[config.mk]
export PLATFORM = sky130hd
export DESIGN_NAME = fe_cmd_delay
export DESIGN_NICKNAME = d
export VERILOG_FILES = /design/src/rtl/fe_cmd_delay.sv
export SDC_FILE = /design/constraint.sdc
export NUM_CORES = 1
export LEC_CHECK = 0
export BUFFER_PORTS_ARGS = -buffer_cell sky130_fd_sc_hd__buf_2
export CELL_PAD_IN_SITES_DETAIL_PLACEMENT = 0
export CELL_PAD_IN_SITES_GLOBAL_PLACEMENT = 1
export CORE_UTILIZATION = 51
export CTS_BUF_LIST = sky130_fd_sc_hd__clkbuf_4 sky130_fd_sc_hd__clkbuf_8
export DETAILED_ROUTE_END_ITERATION = 8
export GPL_ROUTABILITY_DRIVEN = 0
export PLACE_DENSITY_LB_ADDON = 0.1
export SYNTH_ARGS = -nofsm -noshare
export SYNTH_HDL_FRONTEND = slang
export SYNTH_SLANG_ARGS = --single-unit
[constraint.sdc]
create_clock -name clk -period 3.17 [get_ports clk]
set_clock_uncertainty 0.15 [all_clocks]
set_input_delay 0.317 -clock clk [delete_from_list [all_inputs] [get_ports clk]]
set_output_delay 0.317 -clock clk [all_outputs]
set_load 0.01 [all_outputs]
[src/rtl/fe_cmd_delay.sv]
`timescale 1ns/1ps
module fe_cmd_delay #(
  parameter int XID_W   = 12,
  parameter int CAL_W   = 4,
  parameter int MAX_DLY = 31,
  localparam int NCH    = 7,
  localparam int DW     = $clog2(MAX_DLY + 1),
  localparam int SEL_W  = $clog2(NCH + 1),
  localparam int WORD_W = XID_W + CAL_W + 8
) (
  input  logic              clk,
  input  logic              rst_n,
  input  logic [WORD_W-1:0] i_word,
  input  logic              cfg_we,
  input  logic [SEL_W-1:0]  cfg_sel,
  input  logic [DW-1:0]     cfg_val,
  output logic              o_xrst,
  output logic              o_frst,
  output logic              o_hdr,
  output logic              o_veto,
  output logic [CAL_W-1:0]  o_cal,
  output logic              o_nzs,
  output logic              o_snap,
  output logic [XID_W-1:0]  o_xid
);
  localparam int HD     = (MAX_DLY > 0) ? MAX_DLY : 1;
  localparam int B_CAL  = XID_W;
  localparam int B_XRST = XID_W + CAL_W;
  localparam int B_FRST = B_XRST + 1;
  localparam int B_HDR  = B_XRST + 2;
  localparam int B_VETO = B_XRST + 3;
  localparam int B_NZS  = B_XRST + 4;
  localparam int B_SNAP = B_XRST + 5;
  localparam int C_XRST = 0, C_FRST = 1, C_HDR = 2, C_VETO = 3;
  localparam int C_CAL  = 4, C_NZS  = 5, C_SNAP = 6;

  logic [NCH*DW-1:0] dly_q;
  logic p_xrst, p_frst;
  logic unused_spare;

  logic             h_xrst [HD];
  logic             h_frst [HD];
  logic             h_hdr  [HD];
  logic             h_veto [HD];
  logic             h_nzs  [HD];
  logic             h_snap [HD];
  logic [CAL_W-1:0] h_cal  [HD];
  logic [XID_W-1:0] h_xid  [HD];

  assign unused_spare = ^i_word[WORD_W-1:B_SNAP+1];

  wire             c_xrst = i_word[B_XRST] & ~p_xrst;
  wire             c_frst = i_word[B_FRST] & ~p_frst;
  wire             c_hdr  = i_word[B_HDR];
  wire             c_veto = i_word[B_VETO];
  wire             c_nzs  = i_word[B_NZS];
  wire             c_snap = i_word[B_SNAP];
  wire [CAL_W-1:0] c_cal  = i_word[B_CAL +: CAL_W];
  wire [XID_W-1:0] c_xid  = i_word[XID_W-1:0];

  wire [DW-1:0] d_xrst = dly_q[C_XRST*DW +: DW];
  wire [DW-1:0] d_frst = dly_q[C_FRST*DW +: DW];
  wire [DW-1:0] d_hdr  = dly_q[C_HDR*DW  +: DW];
  wire [DW-1:0] d_veto = dly_q[C_VETO*DW +: DW];
  wire [DW-1:0] d_cal  = dly_q[C_CAL*DW  +: DW];
  wire [DW-1:0] d_nzs  = dly_q[C_NZS*DW  +: DW];
  wire [DW-1:0] d_snap = dly_q[C_SNAP*DW +: DW];

  wire [DW-1:0] wr_val = (cfg_val > DW'(MAX_DLY)) ? DW'(MAX_DLY) : cfg_val;

  always_ff @(posedge clk or negedge rst_n) begin
    if (!rst_n) begin
      dly_q  <= '0;
      p_xrst <= 1'b0;
      p_frst <= 1'b0;
    end else begin
      p_xrst <= i_word[B_XRST];
      p_frst <= i_word[B_FRST];
      if (cfg_we && cfg_sel < SEL_W'(NCH))
        dly_q[cfg_sel*DW +: DW] <= wr_val;
    end
  end

  always_ff @(posedge clk or negedge rst_n) begin
    if (!rst_n) begin
      for (int i = 0; i < HD; i++) begin
        h_xrst[i] <= 1'b0;
        h_frst[i] <= 1'b0;
        h_hdr[i]  <= 1'b0;
        h_veto[i] <= 1'b0;
        h_nzs[i]  <= 1'b0;
        h_snap[i] <= 1'b0;
        h_cal[i]  <= '0;
        h_xid[i]  <= '0;
      end
    end else begin
      h_xrst[0] <= c_xrst;
      h_frst[0] <= c_frst;
      h_hdr[0]  <= c_hdr;
      h_veto[0] <= c_veto;
      h_nzs[0]  <= c_nzs;
      h_snap[0] <= c_snap;
      h_cal[0]  <= c_cal;
      h_xid[0]  <= c_xid;
      for (int i = 1; i < HD; i++) begin
        h_xrst[i] <= h_xrst[i-1];
        h_frst[i] <= h_frst[i-1];
        h_hdr[i]  <= h_hdr[i-1];
        h_veto[i] <= h_veto[i-1];
        h_nzs[i]  <= h_nzs[i-1];
        h_snap[i] <= h_snap[i-1];
        h_cal[i]  <= h_cal[i-1];
        h_xid[i]  <= h_xid[i-1];
      end
    end
  end

  always_ff @(posedge clk or negedge rst_n) begin
    if (!rst_n) begin
      o_xrst <= 1'b0;
      o_frst <= 1'b0;
      o_hdr  <= 1'b0;
      o_veto <= 1'b0;
      o_cal  <= '0;
      o_nzs  <= 1'b0;
      o_snap <= 1'b0;
      o_xid  <= '0;
    end else begin
      o_xrst <= (d_xrst == '0) ? c_xrst : h_xrst[d_xrst - 1'b1];
      o_frst <= (d_frst == '0) ? c_frst : h_frst[d_frst - 1'b1];
      o_hdr  <= (d_hdr  == '0) ? c_hdr  : h_hdr[d_hdr - 1'b1];
      o_xid  <= (d_hdr  == '0) ? c_xid  : h_xid[d_hdr - 1'b1];
      o_veto <= (d_veto == '0) ? c_veto : h_veto[d_veto - 1'b1];
      o_cal  <= (d_cal  == '0) ? c_cal  : h_cal[d_cal - 1'b1];
      o_nzs  <= (d_nzs  == '0) ? c_nzs  : h_nzs[d_nzs - 1'b1];
      o_snap <= (d_snap == '0) ? c_snap : h_snap[d_snap - 1'b1];
    end
  end
endmodule

* Word-level counts from Yosys, hierarchy flattened
Cells that the tools add are included.
** Word-level totals
- Register bits after elaboration :: 741
- Output and inout bits :: 22
- Logic and storage cells :: 332
** Cells by class
- Magnitude comparators :: 9
- Add/sub/neg operators :: 8
- Muxes and demuxes :: 34
- Reductions and logical operators :: 8
- Multipliers :: 1
- Shift-type cells :: 2
- Bitwise logic cells :: 11
** Operators by type and width (number)
- binary-select mux 12 bit (select 5 bit) :: 1
- >= comparator 6 bit (second input constant) :: 7
- NOT 5 -> 6 bit :: 7
- two-way mux 12 bit :: 3
- bitwise mux 35 bit :: 1
- logical NOT 5 bit :: 7
- variable shift 5 x 34 -> 35 bit (first input constant) :: 1
- indexed part select 5 x 34 -> 35 bit :: 1
- subtractor 5 x 1 -> 5 bit (second input constant) :: 7
- negator 6 -> 34 bit :: 1
- binary-select mux 1 bit (select 5 bit) :: 6
- binary-select mux 4 bit (select 5 bit) :: 1
- two-way mux 1 bit :: 18
- two-way mux 4 bit :: 3
- multiplier 3 x 3 -> 6 bit (second input constant) :: 1
- greater-than comparator 5 bit (second input constant) :: 1
- two-way mux 5 bit :: 1
- less-than comparator 3 bit (second input constant) :: 1
- bitwise AND 1 bit :: 2
- NOT 1 bit :: 2
- logical AND 1 bit :: 1

* Depth between registers and ports, before layout
Gate-level depths: netlist (run 1).
- Word-level depth :: 6
- Gate-level depth with buffers :: 14
- Depth with buffers taken out :: 7

* Least setup slack after synthesis (run 1)
Ideal clock, no wire load.
- Path kind :: reg-to-reg
- From :: register dly_q[10]
- To :: register o_xid[3]
- Slack :: 120 ps
- Cell stages (with the launch flop) :: 15
- Clock period less this slack :: 3050 ps
- Library setup time :: 129 ps
- Data arrival time :: 2771 ps
- Required time :: 2891 ps
- Buffers on the path :: 7
- Cells stage by stage :: dfrtp_1 -> buf_2 -> buf_4 -> buf_2 -> inv_2 -> buf_2 -> ha_1 -> buf_2 -> buf_2 -> clkbuf_1 -> mux4_2 -> mux2i_1 -> nor2_1 -> o22ai_1 -> nand3_1
** On the way
- Longest elaborated chain between the ends :: 6
** RTL lines
- start: declaration :: line 37 : logic [NCH*DW-1:0] dly_q;
- start signal: indexed assignment :: line 80 : dly_q[cfg_sel*DW +: DW] <= wr_val;
- subtractor 5 x 1 -> 5 bit :: line 132 : o_xid <= (d_hdr == '0) ? c_xid : h_xid[d_hdr - 1'b1];
- NOT 5 -> 6 bit (not written as such) :: line 132
- binary-select mux 12 bit (select 5 bit) :: line 132
- two-way mux 12 bit (not written as such) (2 in a row) :: line 132
- two-way mux 12 bit (*) :: line 132
- end signal: assignment :: line 132
- end: declaration :: line 24 : output logic [XID_W-1:0] o_xid
Mark *: on every way between the ends. The rest lies on a longest branch, timed or not. The select of a mux whose other input is x is not followed.
A chain may end at the register's enable or synchronous reset.

* Worst setup path after layout (run 1)
- From :: input cfg_sel[0]
- To :: register dly_q[30]
** On the way
- Longest elaborated chain between the ends :: 4
** RTL lines
- start: declaration :: line 15 : input logic [SEL_W-1:0] cfg_sel,
- multiplier 3 x 3 -> 6 bit :: line 80
- negator 6 -> 34 bit :: line 80
- indexed part select 5 x 34 -> 35 bit or variable shift 5 x 34 -> 35 bit (tied branches) :: line 80
- bitwise mux 35 bit :: line 80
Several ways; a longest one is shown, not always the timed one.

==> impl_summary.txt, run 1 <==
----------------------------------------------------
[GRT]
  Overall fraction of global-route tracks in use ... about a fifth
  Largest net degree at the start of global routing ... 90
  First-pass GRT wire length ... 78.4 mm
  Initial antenna violation count ... 1
  Aggregate global routing overflow ... 0
  Via count of the first global-routing pass ... 14,200

[Floorplanning]
  Initial Utilization ... roughly 52%
  Horizontal die dimension ... 226 um
  Area of the die ... 51,300 um^2
  Core area ... 49,400 um^2
  Standard-cell row count ... 81
  Die outline height ... around 230 um
  Top-level I/O count ... 57

[Synthesis]
  Proportion of register bits with asynchronous set or reset after synthesis ... 100%
  Leading cell types by total area after synthesis ... sky130_fd_sc_hd__dfrtp_1 (72%), sky130_fd_sc_hd__mux4_2 (14%), sky130_fd_sc_hd__mux2i_1 (2.6%), sky130_fd_sc_hd__mux2_2 (1.8%), sky130_fd_sc_hd__nor2_1 (0.95%)
  Post-synth cell types ... 47
  Number of nets in the synthesized netlist ... 1,447
  Library cell with the largest summed area after synthesis ... sky130_fd_sc_hd__dfrtp_1
  Number of synthesized flops with an enable pin ... 0
  Sequential element share of the synthesized area ... between 70% and 80%
  Portion of synthesized cell area occupied by the leading cell type ... 72.2%
  Main synth FF type ... sky130_fd_sc_hd__dfrtp_1
  Synthesized netlist cell count ... 1,402
  Warning count from the yosys run ... 0
  Syn Area/Cell ... between 15 and 20 um^2
  Number of storage elements in the synthesis netlist ... 741
  Netlist area before placement ... 25,700 um^2

[Clock tree]
  Register clock-pin slew on the reported worst setup and hold paths ... 0.06 ns
  Number of buffers created by CTS ... 116
  Clock Root Buffer ... sky130_fd_sc_hd__clkbuf_8
  Clock tree from TritonCTS ... yes
  Number of hold buffers added after CTS ... 37
  H-tree level count ... 3
  Clock Tree Buf Depth ... 3
  Buffers inserted during post-CTS setup optimization ... 0
  Total number of clock tree sinks ... 741
  Insertion delay to the later sink of the worst-skew pair ... 0.71 ns
  Number of gates given a new drive strength after cts ... 0

[Routing]
  Post-detailed-route count of antenna-violating nets ... 0
  DRC violations left ... 0
  Average wire per cell in the routed design ... 19.9 um
  Total via count in the routed design ... ~13,000
  TritonRoute pass-1 iters ... 4
  Via density per instance ... 5.36
  Final wirelength ... 46.8 mm
  DRT iter0 DRCs ... 616

[STA]
  Final worst-path cycle share ... 92.8%
  Worst-margin pin slew ... 0.984 ns
  Hold violation count in the final report ... 0
  Setup repair after global routing missed its margin ... no
  Slew HR ... 34.1%
  Setup TNS ... 0 ns
  Final-report max-slew violation count ... 0
  Highest clock frequency the design can meet ... 0.340 GHz
  PnR worst setup slack ... around 0.23 ns
  Final setup viols ... 0
  Minimum clock period ... 2.94 ns

[Finish]
  Synth-to-layout area growth ... 16.6%
  Fill cells ... 3,692
  Fin cells ... 2,352
  Antenna cells ... 0
  Register area ... 18,500 um^2
  Fraction of final layout cells with drive strength greater than 1 ... 31.5%
  # nets final ... 1,646
  Leading cell type in the layout, fill and taps excluded ... sky130_fd_sc_hd__dfrtp_1
  Multi-input gate area in the final layout ... 6800 um^2
  Commonest cells after routing, fill and taps aside ... sky130_fd_sc_hd__dfrtp_1 (739), sky130_fd_sc_hd__mux4_2 (156), sky130_fd_sc_hd__clkbuf_8 (143), sky130_fd_sc_hd__mux2i_1 (66), sky130_fd_sc_hd__nor2_1 (65)

[Pwr]
  Part of the power in combinational logic ... 26.1%
  Static Leak ... around 13 nW
  Share of power burned in the clock network ... around 32%
  Overall power of the completed layout ... between 20 and 30 mW
  Power density normalized to cell area ... 849 nW/um^2
  Sequential share of power ... 41.6%
  NetSw ... 7.35 mW
  Int Power ... 18.1 mW
  Fraction of power spent switching nets ... 28.9%
  Maximum ir drop on the vdd rail ... 0.712 mV

[Run]
  Max_cap viols ... 0

[Critical path]
  Required time reported for the critical path endpoint ... 3.66 ns
  CP endpoint kind ... flop
  Chain of cells forming the critical path ... dlygate4sd3_1 > buf_2 > inv_1 > ha_1 > nand3_1 > nor2_1 > nand2_1 > dlygate4sd3_1 > o21ai_0 > dlygate4sd3_1
  Critical-path cell with the highest stage delay ... sky130_fd_sc_hd__dlygate4sd3_1
  Library cell appearing most often on the critical path ... sky130_fd_sc_hd__dlygate4sd3_1
  Delay of the slowest critical-path stage ... 0.57 ns
  Cell count along the critical path ... 10
  Biggest fanout along the worst timing path ... 10
  Crit Path Category ... primary input to flop
  Largest delay contributor family on the critical path ... buffers and inverters
  Element type at the critical path start ... primary input
  Length in cells of the worst reg-to-reg path ... 9
  Buffer and inverter count on the worst path ... 5
  Data arrival at the endpoint of the critical path ... 3.43 ns
  Reg-to-reg critical path startpoint ... dly_q[10]$_DFFE_PN0P_
  Worst setup path start ... cfg_sel[0]

[Run status]
  Result of the run ... finished clean

[Placement]
  Placement-stage worst setup slack ... 0.559 ns
  Port bufs ... 54
  Placed cell count ... 2,110
  Final HPWL DP ... 27.9 mm

[Min path]
  Tightest Hold Check Type ... primary input to asynchronous set/reset pin

----------------------------------------------------
power by group through the flow:
stage | clock [mW] | sequential (mW) | combinational, mW
2_1_floorplan | 0 | 10.6 | 4.65
3_3_place_gp | 0 | 10.7 | 6.65
3_5_place_dp | 0 | 10.7 | 6.69
4_1_cts | 8.50 | 10.6 | 6.76
5_1_grt | 8.91 | 10.7 | 7.21
6_report | 8.23 | 10.6 | 6.63
through the flow:
step	hold WS, ns	area (um^2)	utilization [%]
global route	0.0599	30000	60.7
CTS	0.0331	30000	60.7
floorplan	-0.129	25700	-
global placement	0.201	27100	55.0
finish	0.0805	30000	60.7
detailed placement	0.203	27100	55.0
layout make-up:
| class | count | share of cell area [%] |
|---|---|---|
| Multi-Input combinational cell | 578 | 22.7 |
| Tap cell | 664 | 2.77 |
| Clock buffer | 197 | 7.92 |
| Clock inverter | 8 | 0.251 |
| Timing Repair Buffer | 143 | 4.18 |
| Sequential cell | 741 | 61.9 |
| Inverter | 21 | 0.263 |
kinds of logic after synthesis:
| logic type | Yosys count | share of synthesized area [%] |
|---|---|---|
| xor gates and xnor gates | 19 | 0.823 |
| AOI/OAI and AO/OA | 81 | 2.21 |
| buffers and inverters | 83 | 1.57 |
| adders and majority gates | 10 | 0.487 |
| DFF | 741 | 72.2 |
| and+or+nand+nor | 194 | 3.77 |
| muxes | 274 | 19.0 |
per-layer routing:
| layer | share of wire, % | global-route usage [%] |
|---|---|---|
| met1 | 48 | 29.9 |
| met2 | 45 | 29.0 |
| met3 | 4.7 | 4.92 |
| met5 | 0.026 | 0 |
| met4 | 1.9 | 6.10 |
worst reg2reg max path, delay by kind of cell (launching register included):
family                   cells  cell delay (ns)
AND/OR/NAND/NOR              2             0.20
flip-flops                   1             0.46
AO/OA/AOI/OAI                2             0.56
adder cells (fa/ha/maj)      1             0.46
multiplexers                 1             0.18
buffers and inverters        3             0.56
registers in the layout, indices dropped and copies added, names as in the netlist:
| signal | count |
|---|---|
| o_xid | 12 |
| o_snap | 1 |
| dly_q | 35 |
| h_hdr | 31 |
| h_xrst | 31 |
| o_cal | 4 |
| h_veto | 31 |
| h_frst | 31 |
| o_nzs | 1 |
| p_frst | 1 |
| h_xid | 372 |
| h_nzs | 31 |
| o_frst | 1 |
| p_xrst | 1 |
| o_veto | 1 |
| h_snap | 31 |
| o_xrst | 1 |
| h_cal | 124 |
| o_hdr | 1 |
synth_stat cells, types with 8 or more instances:
cell	number
sky130_fd_sc_hd__a311oi_1	13
sky130_fd_sc_hd__buf_2	22
sky130_fd_sc_hd__clkbuf_1	22
sky130_fd_sc_hd__dfrtp_1	741
sky130_fd_sc_hd__ha_1	10
sky130_fd_sc_hd__inv_1	20
sky130_fd_sc_hd__mux2_2	42
sky130_fd_sc_hd__mux2i_1	66
sky130_fd_sc_hd__mux4_1	8
sky130_fd_sc_hd__mux4_2	156
sky130_fd_sc_hd__nand2_1	28
sky130_fd_sc_hd__nand3_1	43
sky130_fd_sc_hd__nand3b_1	18
sky130_fd_sc_hd__nor2_1	65
sky130_fd_sc_hd__nor3b_1	10
sky130_fd_sc_hd__o21ai_0	18
sky130_fd_sc_hd__o21ai_1	10
sky130_fd_sc_hd__o22ai_1	13
sky130_fd_sc_hd__xnor2_1	9
path summary, 6_finish.rpt:
path	to	slack (ns)
max in group asynchronous	h_xid[227]$_DFF_PN0_	1.77
min in group clk	dly_q[10]$_DFFE_PN0P_	0.09
setup reg to reg	o_xid[9]$_DFF_PN0_	0.53
hold reg to reg	h_cal[29]$_DFF_PN0_	0.21
setup / recovery	dly_q[30]$_DFFE_PN0P_	0.23
hold / removal	h_nzs[7]$_DFF_PN0_	0.08
(Power assumes the default switching activity.)
==> run 2, diff against run 1 <==
Settings changed: CORE_UTILIZATION 51 to 40.
==> run 2 against run 1 <==
  * Routed wire length increased by 7.1%
  * Largest power group unchanged
  * Sequential share of layout area decreased by 1.1 points
  * Flip-flop and latch count unchanged
  * Critical endpoint is now dly_q[16]$_DFFE_PN0P_
==> impl_summary.txt, run 2 (same netlist as run 1, synthesis figures left out) <==
----------------------------------------------------
[Run status]
  Result of the run ... finished clean

[Pwr]
  NetSw ... 7.60 mW (+3.4%)
  Static Leak ... 13.2 nW (+0.84%)
  Fraction of power spent switching nets ... 28.9% (about the same)
  Part of the power in combinational logic ... 25.0% (-1.1 points)
  Int Power ... 18.7 mW (+3.4%)
  Power density normalized to cell area ... 863 nW/um^2 (+1.6%)
  Maximum ir drop on the vdd rail ... 0.458 mV (-36%)
  Share of power burned in the clock network ... 34.8% (+2.5 points)
  Sequential share of power ... 40.3% (-1.3 points)

[Finish]
  Commonest cells after routing, fill and taps aside ... sky130_fd_sc_hd__dfrtp_1 (739), sky130_fd_sc_hd__clkbuf_8 (160), sky130_fd_sc_hd__mux4_2 (156), sky130_fd_sc_hd__mux2i_1 (66), sky130_fd_sc_hd__nor2_1 (65)
  Fraction of final layout cells with drive strength greater than 1 ... 31.7% (+0.23 points)
  Multi-input gate area in the final layout ... 6800 um^2 (unchanged)
  Regs by FF count ... h_xid: 372 flops, h_cal: 124 flops, dly_q: 35 flops
  Register area ... 18,500 um^2 (unchanged)
  Largest register FFs ... 372 (unchanged)
  Leading cell type in the layout, fill and taps excluded ... sky130_fd_sc_hd__dfrtp_1
  Top register by number of flip-flops ... h_xid
  Synth-to-layout area growth ... 18.7%
  Final standard cell area without fillers ... 30,500 um^2 (+1.8%)
  # nets final ... 1,657 (+0.67%)
  Fill cells ... 5,481 (+48%)

[Clock tree]
  Insertion delay to the later sink of the worst-skew pair ... 0.76 ns (+0.05 ns)
  Clock Tree Buf Depth ... 3 (unchanged)
  Clock Root Buffer ... sky130_fd_sc_hd__clkbuf_8
  Buffers inserted during post-CTS setup optimization ... 0 (unchanged)
  Number of buffers created by CTS ... 130 (+12%)
  Register clock-pin slew on the reported worst setup and hold paths ... 0.06 ns (about the same)
  H-tree level count ... 4 (+1)
  Clock tree from TritonCTS ... yes
  Total number of clock tree sinks ... 741 (unchanged)

[Critical path]
  Data arrival at the endpoint of the critical path ... 3.36 ns (-0.07 ns)
  CP endpoint kind ... flop
  Element type at the critical path start ... primary input
  Crit Path Category ... primary input to flop
  Required time reported for the critical path endpoint ... 3.64 ns (-0.02 ns)
  Biggest fanout along the worst timing path ... 10 (unchanged)

[Routing]
  Met3 routed WL ... 1.92 mm (-13%)
  Average wire per cell in the routed design ... 19.6 um (-1.3%)
  Routed met1 length ... 24.3 mm (+7.6%)
  Final wirelength ... 50.1 mm (+7.1%)
  Top sig layer ... met4
  Post-detailed-route count of antenna-violating nets ... 0 (unchanged)
  TritonRoute pass-1 iters ... 4 (unchanged)
  Detailed route wirelength on metal2 ... 22.9 mm (+8.4%)
  DRC violations left ... 0 (unchanged)
  DRT iter0 DRCs ... 668 (+8.4%)
  Via density per instance ... 4.99 (-7.0%)
  Total via count in the routed design ... 12,700 (+0.99%)

[GRT]
  Initial antenna violation count ... 2 (+1)
  Largest net degree at the start of global routing ... 91 (+1.1%)
  Aggregate global routing overflow ... 0 (unchanged)
  First-pass GRT wire length ... 83.2 mm (+6.1%)
  Overall fraction of global-route tracks in use ... 16.4% (-3.5 points)
  Via count of the first global-routing pass ... 14,700 (+3.0%)

[Run]
  Max_cap viols ... 0 (unchanged)

[Min path]
  Tightest Hold Check Type ... primary input to flop

[STA]
  Setup repair after global routing missed its margin ... no
  Setup TNS ... 0 ns (unchanged)
  Minimum clock period ... 2.88 ns (-0.0584 ns)
  Final setup viols ... 0 (unchanged)
  Hold violation count in the final report ... 0 (unchanged)
  Slew HR ... 47.4% (+13 points)
  Worst-margin pin slew ... 0.785 ns (-0.199 ns)
  Highest clock frequency the design can meet ... 0.347 GHz (+2.0%)
  Final worst-path cycle share ... 91.0% (-1.8 points)
  Final-report max-slew violation count ... 0 (unchanged)

[Floorplanning]
  Standard-cell row count ... 92 (+14%)
  Area of the die ... 65,300 um^2 (+27%)
  Die outline height ... 255 um (+13%)
  Horizontal die dimension ... 255 um (+13%)
  Core area ... 63,300 um^2 (+28%)
  Top-level I/O count ... 57 (unchanged)
  Initial Utilization ... 40.6% (-11 points)

[Placement]
  Port bufs ... 54 (unchanged)
  Final HPWL DP ... 28.6 mm (+2.7%)
  Placement Cell Area ... 27,300 um^2 (+0.40%)

----------------------------------------------------
-- run 2: changes by cell type in the layout (fill, tap and decap cells not counted) --
cell	previous run	this run
sky130_fd_sc_hd__buf_12	17	14
sky130_fd_sc_hd__buf_16	0	1
sky130_fd_sc_hd__buf_4	35	27
sky130_fd_sc_hd__bufinv_16	0	4
sky130_fd_sc_hd__clkbuf_4	54	42
sky130_fd_sc_hd__clkbuf_8	143	160
sky130_fd_sc_hd__clkinv_2	2	6
sky130_fd_sc_hd__clkinv_8	1	0
sky130_fd_sc_hd__clkinvlp_4	2	8
sky130_fd_sc_hd__diode_2	0	3
sky130_fd_sc_hd__dlygate4sd3_1	37	44
sky130_fd_sc_hd__inv_12	1	0
sky130_fd_sc_hd__inv_6	2	3
sky130_fd_sc_hd__inv_8	0	1
-- run 2: per-stage QoR --
stage	worst slack [ns]	hold slack (ns)	power (mW)	std cells	utilization, %
4_1_cts	0.410	0.00363	26.9	2550	48.2
3_3_place_gp	0.627	0.189	17.4	2281	43.0
6_report	0.286	0.0874	26.3	2553	48.2
2_1_floorplan	0.120	-0.129	15.3	1402	-
5_1_grt	0.111	0.0436	27.8	2551	48.2
3_5_place_dp	0.606	0.186	17.4	2281	43.0
-- run 2: cell type report --
| cell class | instances | share of cell area, % |
|---|---|---|
| sequential | 741 | 60.8 |
| multi-input combinational | 578 | 22.3 |
| clock buffer | 202 | 8.26 |
| timing repair buffer | 140 | 4.04 |
| tap | 846 | 3.47 |
| clock inverter | 22 | 0.812 |
| inverter | 21 | 0.259 |
| antenna | 3 | 0.0246 |
-- run 2: repair_timing --
item,CTS,global route
gates resized for setup,0,0
endpoints found under the hold margin,784,0
hold buffers,45,0
-- run 2: final timing paths --
check                                      start                    end  slack (ns)  cells past startpoint
min in group asynchronous                  rst_n   h_xid[286]$_DFF_PN0_        0.47                      3
max reg2reg                dly_q[10]$_DFFE_PN0P_     o_xid[0]$_DFF_PN0_        0.68                      8
max                                   cfg_sel[0]  dly_q[16]$_DFFE_PN0P_        0.29                     11
min                                    i_word[3]   h_xid[363]$_DFF_PN0_        0.09                      2
min reg2reg                 h_xid[306]$_DFF_PN0_   h_xid[294]$_DFF_PN0_        0.20                      0
max in group asynchronous                  rst_n        o_hdr$_DFF_PN0_        1.59                      4
-- run 2: metal layers --
layer  global-route usage (%)  vias to the layer above
met5                        0                        -
met4                     6.14                        0
met3                     4.01                       88
met2                     24.1                      201
met1                     23.7                     6886
li1                         -                     5564
-- run 2: worst max-delay path, cell delays in order --
cell and delay (ns):
sky130_fd_sc_hd__dlygate4sd3_1 0.55, sky130_fd_sc_hd__buf_2 0.20, sky130_fd_sc_hd__inv_1 0.09, sky130_fd_sc_hd__ha_1 0.23, sky130_fd_sc_hd__and2_1 0.16, sky130_fd_sc_hd__a21o_1 0.19
sky130_fd_sc_hd__and3_1 0.29, sky130_fd_sc_hd__nand3_1 0.12, sky130_fd_sc_hd__dlygate4sd3_1 0.54, sky130_fd_sc_hd__o21ai_0 0.08, sky130_fd_sc_hd__dlygate4sd3_1 0.58
-- run 2: power groups by stage --
stage	logic, mW	registers [mW]	clock network, mW
floorplan	4.65	10.6	0
global placement	6.64	10.7	0
detailed placement	6.63	10.8	0
CTS	6.74	10.6	9.54
global route	7.20	10.7	9.95
finish	6.57	10.6	9.16
